$ cat config.mk
export PLATFORM = sky130hd
export DESIGN_NAME = hashed_range_decoder
export DESIGN_NICKNAME = d
export VERILOG_FILES = /design/src/rtl/hrd_pkg.sv /design/src/rtl/hrd_cfg_reg.sv /design/src/rtl/hrd_slice.sv /design/src/rtl/hrd_cfg_check.sv /design/src/rtl/hashed_range_decoder.sv
export SDC_FILE = /design/constraint.sdc
export NUM_CORES = 1
export LEC_CHECK = 0
export CAP_MARGIN = 20
export CORE_ASPECT_RATIO = 0.75
export CORE_MARGIN = 1
export CORE_UTILIZATION = 40
export CTS_BUF_LIST = sky130_fd_sc_hd__clkbuf_8
export DETAILED_ROUTE_END_ITERATION = 8
export GPL_ROUTABILITY_DRIVEN = 0
export MAX_ROUTING_LAYER = met4
export PLACE_DENSITY = 0.67
export SLEW_MARGIN = 20
export SYNTH_ARGS = -nofsm -noshare
export SYNTH_HDL_FRONTEND = slang
export SYNTH_SLANG_ARGS = --single-unit
$ cat constraint.sdc
create_clock -name clk -period 8.4 [get_ports clk]
set_input_delay 0.84 -clock clk [delete_from_list [all_inputs] [get_ports clk]]
set_output_delay 0.84 -clock clk [all_outputs]
set_load 0.03 [all_outputs]
$ cat src/rtl/hrd_pkg.sv
package hrd_pkg;
  localparam int unsigned HRD_AW_DEF     = 48;
  localparam int unsigned HRD_IWMAX_DEF  = 8;
  localparam int unsigned HRD_HBW_DEF    = 6;

  typedef enum logic [1:0] {
    MODE_FLAT   = 2'd0,
    MODE_STRIPE = 2'd1,
    MODE_HASHED = 2'd2
  } hrd_mode_e;

  // low bit of a slice that ends at hi and spans w bits; may be negative
  function automatic int slice_low(input int hi, input int w);
    return hi - w + 1;
  endfunction

  // absolute distance between two bit positions
  function automatic int bit_gap(input int a, input int b);
    return (a > b) ? (a - b) : (b - a);
  endfunction

  function automatic hrd_mode_e pick_mode(input int w, input int fold_hi);
    if (w == 0)       return MODE_FLAT;
    if (fold_hi == 0) return MODE_STRIPE;
    return MODE_HASHED;
  endfunction
endpackage

$ cat src/rtl/hrd_cfg_reg.sv
module hrd_cfg_reg #(
  parameter int unsigned AW     = 48,
  parameter int unsigned IW_MAX = 8,
  parameter int unsigned HBW    = 6,
  localparam int unsigned WW    = $clog2(IW_MAX + 1)
) (
  input  logic              clk,
  input  logic              rst_n,
  input  logic              we,
  input  logic [AW-1:0]     lo_d,
  input  logic [AW-1:0]     hi_d,
  input  logic [HBW-1:0]    shi_d,
  input  logic [HBW-1:0]    fhi_d,
  input  logic [WW-1:0]     w_d,
  input  logic [IW_MAX-1:0] m_d,
  output logic [AW-1:0]     lo_q,
  output logic [AW-1:0]     hi_q,
  output logic [HBW-1:0]    shi_q,
  output logic [HBW-1:0]    fhi_q,
  output logic [WW-1:0]     w_q,
  output logic [IW_MAX-1:0] m_q
);
  always_ff @(posedge clk) begin
    if (!rst_n) begin
      lo_q  <= AW'(1);
      hi_q  <= '0;
      shi_q <= '0;
      fhi_q <= '0;
      w_q   <= '0;
      m_q   <= '0;
    end else if (we) begin
      lo_q  <= lo_d;
      hi_q  <= hi_d;
      shi_q <= shi_d;
      fhi_q <= fhi_d;
      w_q   <= w_d;
      m_q   <= m_d;
    end
  end
endmodule

$ cat src/rtl/hrd_slice.sv
module hrd_slice #(
  parameter int unsigned AW     = 48,
  parameter int unsigned IW_MAX = 8,
  parameter int unsigned HBW    = 6,
  localparam int unsigned WW    = $clog2(IW_MAX + 1)
) (
  input  logic [AW-1:0]     addr,
  input  logic [HBW-1:0]    top_bit,
  input  logic [WW-1:0]     width,
  output logic [IW_MAX-1:0] bits_out
);
  // shift right by the slice low bit, then keep width bits
  function automatic logic [IW_MAX-1:0] grab(input logic [AW-1:0] a,
                                             input int hi, input int w);
    logic [IW_MAX-1:0] msk;
    logic [AW-1:0]     sh;
    int                lo;
    lo  = hrd_pkg::slice_low(hi, w);
    for (int i = 0; i < int'(IW_MAX); i++) msk[i] = (i < w);
    if (w == 0 || lo < 0 || lo >= int'(AW)) begin
      sh = '0;
    end else begin
      sh = a >> lo;
    end
    return sh[IW_MAX-1:0] & msk;
  endfunction

  always_comb bits_out = grab(addr, int'(top_bit), int'(width));
endmodule

$ cat src/rtl/hrd_cfg_check.sv
module hrd_cfg_check #(
  parameter int unsigned AW     = 48,
  parameter int unsigned IW_MAX = 8,
  parameter int unsigned HBW    = 6,
  localparam int unsigned WW    = $clog2(IW_MAX + 1)
) (
  input  logic [HBW-1:0]    shi,
  input  logic [HBW-1:0]    fhi,
  input  logic [WW-1:0]     w,
  input  logic [IW_MAX-1:0] m,
  output hrd_pkg::hrd_mode_e mode,
  output logic              bad,
  output logic [HBW-1:0]    gran
);
  function automatic logic judge(input int hi, input int fh, input int wd,
                                 input logic [IW_MAX-1:0] mv);
    logic e;
    e = 1'b0;
    if (wd != 0) begin
      if (wd > int'(IW_MAX)) e = 1'b1;
      else if ((mv >> wd) != '0) e = 1'b1;
      if (hi >= int'(AW)) e = 1'b1;
      if (hi + 1 < wd) e = 1'b1;
      if (fh != 0) begin
        if (fh >= int'(AW)) e = 1'b1;
        if (fh + 1 < wd) e = 1'b1;
        if (hrd_pkg::bit_gap(hi, fh) < wd) e = 1'b1;
      end
    end
    return e;
  endfunction

  always_comb begin
    mode = hrd_pkg::pick_mode(int'(w), int'(fhi));
    bad  = judge(int'(shi), int'(fhi), int'(w), m);
    if (mode == hrd_pkg::MODE_FLAT || bad)
      gran = '0;
    else
      gran = HBW'(hrd_pkg::slice_low(int'(shi), int'(w)));
  end
endmodule

$ cat src/rtl/hashed_range_decoder.sv
module hashed_range_decoder #(
  parameter int unsigned AW       = hrd_pkg::HRD_AW_DEF,
  parameter int unsigned IW_MAX   = hrd_pkg::HRD_IWMAX_DEF,
  parameter int unsigned HBW      = hrd_pkg::HRD_HBW_DEF,
  parameter bit          HASH_EN  = 1'b1,
  localparam int unsigned WW      = $clog2(IW_MAX + 1)
) (
  input  logic              clk,
  input  logic              rst_n,
  input  logic              cfg_we,
  input  logic [AW-1:0]     cfg_lo,
  input  logic [AW-1:0]     cfg_hi,
  input  logic [HBW-1:0]    cfg_slice_hi,
  input  logic [HBW-1:0]    cfg_fold_hi,
  input  logic [WW-1:0]     cfg_slice_w,
  input  logic [IW_MAX-1:0] cfg_match,
  input  logic [AW-1:0]     addr,
  output logic              hit,
  output logic              cfg_error,
  output logic              intlv_on,
  output logic              hash_on,
  output logic [HBW-1:0]    granule_lg2
);
  logic [AW-1:0]     lo_q, hi_q;
  logic [HBW-1:0]    shi_q, fhi_q;
  logic [WW-1:0]     w_q;
  logic [IW_MAX-1:0] m_q;
  logic [IW_MAX-1:0] main_bits, fold_bits, key_bits;
  logic              in_window, key_match;
  hrd_pkg::hrd_mode_e mode;

  hrd_cfg_reg #(.AW(AW), .IW_MAX(IW_MAX), .HBW(HBW)) u_regs (
    .clk(clk), .rst_n(rst_n), .we(cfg_we),
    .lo_d(cfg_lo), .hi_d(cfg_hi), .shi_d(cfg_slice_hi), .fhi_d(cfg_fold_hi),
    .w_d(cfg_slice_w), .m_d(cfg_match),
    .lo_q(lo_q), .hi_q(hi_q), .shi_q(shi_q), .fhi_q(fhi_q),
    .w_q(w_q), .m_q(m_q)
  );

  hrd_cfg_check #(.AW(AW), .IW_MAX(IW_MAX), .HBW(HBW)) u_check (
    .shi(shi_q), .fhi(fhi_q), .w(w_q), .m(m_q),
    .mode(mode), .bad(cfg_error), .gran(granule_lg2)
  );

  hrd_slice #(.AW(AW), .IW_MAX(IW_MAX), .HBW(HBW)) u_main (
    .addr(addr), .top_bit(shi_q), .width(w_q), .bits_out(main_bits)
  );

  generate
    if (HASH_EN) begin : g_fold
      hrd_slice #(.AW(AW), .IW_MAX(IW_MAX), .HBW(HBW)) u_fold (
        .addr(addr), .top_bit(fhi_q), .width(w_q), .bits_out(fold_bits)
      );
    end else begin : g_nofold
      assign fold_bits = '0;
    end
  endgenerate

  always_comb begin
    intlv_on  = (mode != hrd_pkg::MODE_FLAT);
    hash_on   = HASH_EN && (mode == hrd_pkg::MODE_HASHED);
    key_bits  = hash_on ? (main_bits ^ fold_bits) : main_bits;
    key_match = (key_bits == m_q);
    in_window = (addr >= lo_q) && (addr <= hi_q);
    hit       = in_window && !cfg_error && (!intlv_on || key_match);
  end
endmodule

After elaboration in Yosys (flattened, before gate mapping):

Cells that the tools add are included.

* register bits: 120
* input bits: 171
* output and inout port bits: 10
* logic and storage cells: 82

* add/sub/neg operators: 8
* order comparisons: 21
* eq/ne operators: 2
* shift operators: 3
* muxes and demuxes: 21
* bitwise operators: 3
* reductions and logical operators: 18

Operators with widths (number)
* 32-bit by 5-bit less-than comparator with 1-bit output: 3
* 48-bit by 32-bit >> shifter with 8-bit output: 2
* 32-bit by 7-bit greater-or-equal comparator with 1-bit output, second input constant: 2
* 32-bit by 1-bit less-than comparator with 1-bit output, second input constant: 2
* 48-bit greater-or-equal comparator: 1
* 48-bit <= comparator: 1
* 32-bit by 2-bit adder with 32-bit output, second input constant: 1
* 32-bit two-way mux: 1
* 8-bit two-way mux: 3
* 8-bit bitwise AND: 2
* 3-bit by 4-bit less-than comparator with 1-bit output, first input constant: 4
* 6-bit by 1-bit adder with 7-bit output, second input constant: 2
* 6-bit by 4-bit subtractor with 7-bit output: 2
* 6-bit by 6-bit subtractor with 7-bit output: 2
* 6-bit greater-or-equal comparator, second input constant: 2
* 1-bit two-way mux: 12
* 7-bit by 2-bit adder with 8-bit output, second input constant: 1
* 8-bit equality test: 1
* 1-bit by 4-bit less-than comparator with 1-bit output, first input constant: 2
* 2-bit by 4-bit less-than comparator with 1-bit output, first input constant: 2
* 2-bit two-way mux: 4
* 8-bit nonzero test: 1
* 8-bit by 4-bit >> shifter with 8-bit output: 1
* 8-bit XOR: 1
* other kinds (13): 21

Longest topological paths before layout:

* word-level depth: 14
* gate-level depth with buffers: 22
* mapped depth without buffers: 19

Modules after synthesis:

Synthesis repeated with hierarchy kept, for this count alone.

* cells, all modules: 1608
* area, all modules: 13616.8 um2

By module, submodules not included
* hrd_cfg_reg: times used 1, cells an instance 387, area an instance 4644.5 um2, sequential area each 2402.3 um2
* hashed_range_decoder: times used 1, cells an instance 373, area an instance 2648.8 um2, sequential area each 0.0 um2
* hrd_slice (u_main): times used 1, cells an instance 331, area an instance 2498.6 um2, sequential area each 0.0 um2
* hrd_slice (g_fold.u_fold): times used 1, cells an instance 342, area an instance 2488.6 um2, sequential area each 0.0 um2
* hrd_cfg_check: times used 1, cells an instance 175, area an instance 1336.3 um2, sequential area each 0.0 um2

Least setup slack after synthesis:

Ideal clock, no wire load.

* path type: reg-to-output
* from: register u_regs.fhi_q[0]
* to: output hit
* arrival time: 5458 ps
* required time: 7560 ps
* path slack: 2102 ps
* cell stages (with the launch flop): 20
* buffers on the path: 7
* cells stage by stage: dfxtp_1 inv_1 ha_1 buf_1 inv_1 clkbuf_1 clkbuf_1 ha_1 clkbuf_1 clkbuf_1 buf_1 clkbuf_1 mux4_2 mux4_2 mux2i_1 o32ai_1 xor2_1 xnor2_1 a41oi_1 nor3_1

* cells in the longest elaborated chain, start to end: 12
* elaborated cells between the ends (all ways): 39
* classes of those cells: 5 x add/sub; 6 x order compare; 2 x eq/ne; 1 x shift; 13 x mux; 2 x bitwise; 10 x reduce/logical

Ends and longest elaborated chain
* start: declaration: line hrd_cfg_reg.sv:19 `output logic [HBW-1:0] fhi_q,`
* start signal: assignment: line hrd_cfg_reg.sv:35 `fhi_q <= fhi_d;`
* 6-bit by 4-bit subtractor with 7-bit output: line hrd_pkg.sv:14 `return hi - w + 1;`
* 32-bit by 2-bit adder with 32-bit output: line hrd_pkg.sv:14
* 32-bit by 1-bit less-than comparator with 1-bit output: line hrd_slice.sv:20 `if (w == 0 || lo < 0 || lo >= int'(AW)) begin`
* 1-bit logical OR (2 in a row): line hrd_slice.sv:20
* 8-bit two-way mux: line hrd_slice.sv:20
* 8-bit bitwise AND: line hrd_slice.sv:25 `return sh[IW_MAX-1:0] & msk;`
* 8-bit XOR: line hashed_range_decoder.sv:62 `key_bits = hash_on ? (main_bits ^ fold_bits) : main_bits;`
* 8-bit two-way mux: line hashed_range_decoder.sv:62
* 8-bit equality test: line hashed_range_decoder.sv:63 `key_match = (key_bits == m_q);`
* 1-bit logical OR: line hashed_range_decoder.sv:65 `hit = in_window && !cfg_error && (!intlv_on || key_match);`
* 1-bit logical AND *: line hashed_range_decoder.sv:65
* end: declaration: line hashed_range_decoder.sv:18 `output logic hit,`

Mark *: on every way between the ends. The rest lies on a longest branch, timed or not. The select of a mux whose other input is x is not followed.

Final worst setup path:

* from: register u_regs.w_q[0]
* to: output hit

* cells in the longest elaborated chain, start to end: 14
* elaborated cells between the ends (all ways): 55
* classes of those cells: 4 x add/sub; 16 x order compare; 2 x eq/ne; 3 x shift; 14 x mux; 3 x bitwise; 13 x reduce/logical

Ends and longest elaborated chain
* start: declaration: line hrd_cfg_reg.sv:20 `output logic [WW-1:0] w_q,`
* start signal: assignment: line hrd_cfg_reg.sv:36 `w_q <= w_d;`
* branches (longest 13 deep; another with 32-bit by 2-bit adder with 32-bit output)
* 1-bit logical AND *: line hashed_range_decoder.sv:65

Mark *: on every way between the ends.

==> run summary <==
=====================================================================================
Final HPWL DP                                                                 32.2 mm
Io pins                                                                           181
Die height                                                                     159 um
Routed via count                                                                12396
Routed Wire Length                                                            41.8 mm
Number of cell rows                                                                57
Distinct cell type count after synthesis                                           68
Reg2Reg Capture Point                                                    u_regs.w_q[3]
Max-slew violation total from the final report                                      0
Tot Pwr                                                                       2.54 mW
Average via count per standard cell                                              5.72
Number of enable-type register cells in the synthesized netlist                     0
CTS Root Buffer Type                                                     sky130_fd_sc_hd__clkbuf_8
Run status                                                               complete, no violations
Total power divided by cell area                                           161 nW/um2
FILL cells                                                                       3168
Synthesized Nets                                                                 1905
Maximum operating frequency                                                   131 MHz
Synthesized-area fraction occupied by ao, oa, aoi and oai cells                 16.9%
Path class of the lowest-slack min-delay path                            register to register
Normalized max-slew margin                                                      33.3%
Yosys warning total                                                                 0
Overall fraction of global-route tracks in use                                  25.8%
Horizontal die dimension                                                       212 um
Synth async-reset ratio                                                            0%
Maximum count of clock buffers along a single path                                  2
Leakage Power                                                                 6.61 nW
Post-layout minimum cycle time                                                7.63 ns
Worst Setup End Kind                                                     primary output
Clock tree from TritonCTS                                                         yes
Critical path data required time                                              7.56 ns
Proportion of synthesized chip area in sequential cells                         18.2%
Clock latency reported for the late side of the worst-skew pair               0.49 ns
Setup repair after global routing missed its margin                             false
Leading cell types in the layout, fill and taps excluded                 199 x sky130_fd_sc_hd__mux2i_1, 178 x sky130_fd_sc_hd__clkdlybuf4s50_1, 143 x sky130_fd_sc_hd__nor2b_1
Sink Count                                                                        120
Crit path arrival time                                                        6.79 ns
Most common library cell in the layout ignoring fill and taps            sky130_fd_sc_hd__mux2i_1
Signed area change from the synthesized netlist to the final layout             19.4%
Post-Syn Area per Cell                                                       8.32 um2
Fraction of synthesized cell area in xor and xnor cells                         2.78%
Portion of netlist area occupied by mux cells                                   23.3%
Number of CTS-inserted buffers                                                     17
Clock-pin slew of the registers on the worst-case setup and hold paths        0.08 ns
Share of the clock period used by the worst path                                90.8%
Total standard cell area after synthesis                                    13200 um2
Layout Skew                                                                      0 ns
Number of max-cap violations                                                        0
Initial antenna violation count                                                     1
Worst Setup Path Type                                                    register to primary output
Number of endpoints with negative hold slack in the final report                    0
Minimum setup slack in the final design                                      0.773 ns
Post-route antenna net violation count                                              0
Detailed-router iteration count before antenna repair                               6
Port Buffers                                                                      180
Element type at the critical path start                                      register
Adder-Cell Fraction of Synth Area                                               14.1%
Simple-gate share of the synthesized area                                       18.4%
Starting DRC count in detailed routing                                           1168
Setup tns final                                                                  0 ns
Largest family of logic cells by synthesized area                        multiplexers
Post-CTS Repair Setup Buffers                                                       0
Largest fanout of any net on the critical path                                     30
Worst-case hold slack                                                        0.503 ns
Worst min-delay path endpoint                                            u_regs.lo_q[0]
Flip-flop cell with the highest count after synthesis                    sky130_fd_sc_hd__dfxtp_1
Pre-CTS setup slack                                                           1.28 ns
Global-route wire length before repair                                        65.9 mm
Final count of negative-setup-slack endpoints                                       0
Largest net degree at the start of global routing                                 121
Overflow after GRT                                                                  0
Depth of the worst register-to-register path                                        2
CTS Hold Bufs                                                                       0
Share of post-route cells with drive strength above 1                           7.59%
Final core utilization                                                          48.6%
Resize count post-CTS                                                               0
WL/cell                                                                       19.3 um
Count of mapped cells out of synthesis                                           1588
Residual DRC count                                                                  0
CTS H-tree depth                                                                    4
Cells on Worst Hold Path                                                            2
Launch point of the worst hold path                                      u_regs.lo_q[0]
Number of flip-flops and latches in the synthesized netlist                       120
Transition at the pin with the smallest max-transition slack                 0.999 ns
Nets                                                                             2031
Peak supply drop                                                            0.0879 mV
Initial core utilization                                                        40.7%
Placeable Area                                                              32400 um2
Critical register-to-register path startpoint                            u_regs.w_q[3]
R2R Setup Slk                                                                 7.42 ns
Die ar.                                                                     33800 um2
Number of global-route vias before repair                                       11956
=====================================================================================
-- where the power goes --
| part | internal, mW | switching (mW) |
|---|---|---|
| Sequential | 0.603 | 0.0330 |
| Clock | 0.249 | 0.257 |
| Combinational | 0.606 | 0.787 |
-- cell usage after synthesis, types with 5 or more instances --
cell,number,area [um2]
sky130_fd_sc_hd__mux2i_1,199,1990
sky130_fd_sc_hd__nor2b_1,143,895
sky130_fd_sc_hd__ha_1,142,1780
sky130_fd_sc_hd__inv_1,129,484
sky130_fd_sc_hd__dfxtp_1,120,2400
sky130_fd_sc_hd__nand2_1,112,420
sky130_fd_sc_hd__a21oi_1,91,455
sky130_fd_sc_hd__nor2_1,86,323
sky130_fd_sc_hd__clkbuf_1,61,229
sky130_fd_sc_hd__o21ai_0,54,270
sky130_fd_sc_hd__a21o_1,52,390
sky130_fd_sc_hd__mux4_2,36,811
sky130_fd_sc_hd__a211oi_1,32,240
sky130_fd_sc_hd__nand3_1,32,160
sky130_fd_sc_hd__nand4_1,28,175
sky130_fd_sc_hd__mux2_2,25,282
sky130_fd_sc_hd__nor3_1,23,115
sky130_fd_sc_hd__buf_1,22,82.6
sky130_fd_sc_hd__o211ai_1,16,120
sky130_fd_sc_hd__xnor2_1,13,114
sky130_fd_sc_hd__a2111oi_0,10,87.6
sky130_fd_sc_hd__a31oi_1,10,62.6
sky130_fd_sc_hd__buf_2,9,45.0
sky130_fd_sc_hd__nand2b_1,9,56.3
sky130_fd_sc_hd__xor2_1,9,78.8
sky130_fd_sc_hd__o22ai_1,7,43.8
sky130_fd_sc_hd__xnor3_1,7,158
sky130_fd_sc_hd__o21a_1,6,45.0
sky130_fd_sc_hd__o311ai_0,6,52.6
sky130_fd_sc_hd__o31ai_1,6,45.0
sky130_fd_sc_hd__or2_2,6,37.5
sky130_fd_sc_hd__or3_1,6,37.5
sky130_fd_sc_hd__a311oi_1,5,43.8
sky130_fd_sc_hd__and2_1,5,31.3
sky130_fd_sc_hd__nor4_1,5,31.3
sky130_fd_sc_hd__or4_1,5,37.5
-- metal layers --
metal	global-route usage (%)	routed length (um)	vias to the layer above
met3	7.36	4140	52
met2	37.9	18100	527
met1	34.8	19000	5824
met4	5.99	577	0
met5	-	0	-
li1	-	-	5993
-- cell type report --
| class | count | area (um2) | share of cell area [%] |
|---|---|---|---|
| Clock inverter | 10 | 82.6 | 0.523 |
| Sequential cell | 120 | 2400 | 15.2 |
| Tap cell | 442 | 553 | 3.51 |
| Clock buffer | 20 | 275 | 1.74 |
| Antenna cell | 1 | 2.50 | 0.0159 |
| Multi-Input combinational cell | 1246 | 9990 | 63.3 |
| Inverter | 129 | 484 | 3.07 |
| Timing Repair Buffer | 200 | 1990 | 12.6 |
-- critical path: stages (launching register included) --
cell                              delay (ns)
sky130_fd_sc_hd__dfxtp_1                0.63
sky130_fd_sc_hd__ha_2                   0.39
sky130_fd_sc_hd__inv_1                  0.72
sky130_fd_sc_hd__ha_1                   0.43
sky130_fd_sc_hd__nand2_1                0.14
sky130_fd_sc_hd__nor2_1                 0.25
sky130_fd_sc_hd__o21ai_0                0.14
sky130_fd_sc_hd__ha_1                   0.22
sky130_fd_sc_hd__nor4b_1                0.35
sky130_fd_sc_hd__nand3_1                0.26
sky130_fd_sc_hd__nor3_1                 0.51
sky130_fd_sc_hd__o21ai_0                0.18
sky130_fd_sc_hd__a2111oi_0              0.60
sky130_fd_sc_hd__xnor3_1                0.24
sky130_fd_sc_hd__a41oi_1                0.10
sky130_fd_sc_hd__nor3_1                 0.35
sky130_fd_sc_hd__clkdlybuf4s50_1        0.76
-- through the flow --
step,std cells,area (um2)
CTS,2165,15700
global route,2168,15800
floorplan,1588,13200
finish,2168,15800
detailed placement,2135,15400
global placement,2135,15400
-- logic make-up after synthesis --
group | after synthesis
AND/OR/NAND/NOR | 474
AO/OA/AOI/OAI | 336
flip-flops | 120
multiplexers | 260
XOR/XNOR | 30
adder cells (fa/ha/maj) | 146
buffers and inverters | 222
-- registers in the layout, indices dropped and copies added, names as in the netlist --
name and cells:
u_regs.hi_q 48, u_regs.lo_q 48, u_regs.m_q 8, u_regs.fhi_q 6, u_regs.shi_q 6, u_regs.w_q 4
-- worst max path at each step --
stage / from / end / slack (ns)
after floorplan: u_regs.fhi_q[0] / hit / 2.10
after detailed placement: u_regs.w_q[0] / hit / 1.28
after global routing: u_regs.w_q[0] / hit / 0.17
after global placement: u_regs.w_q[0] / hit / 1.53
after CTS: u_regs.w_q[0] / hit / 0.72
final: u_regs.w_q[0] / hit / 0.77
No activity file was read; power rests on OpenSTA's default activity.
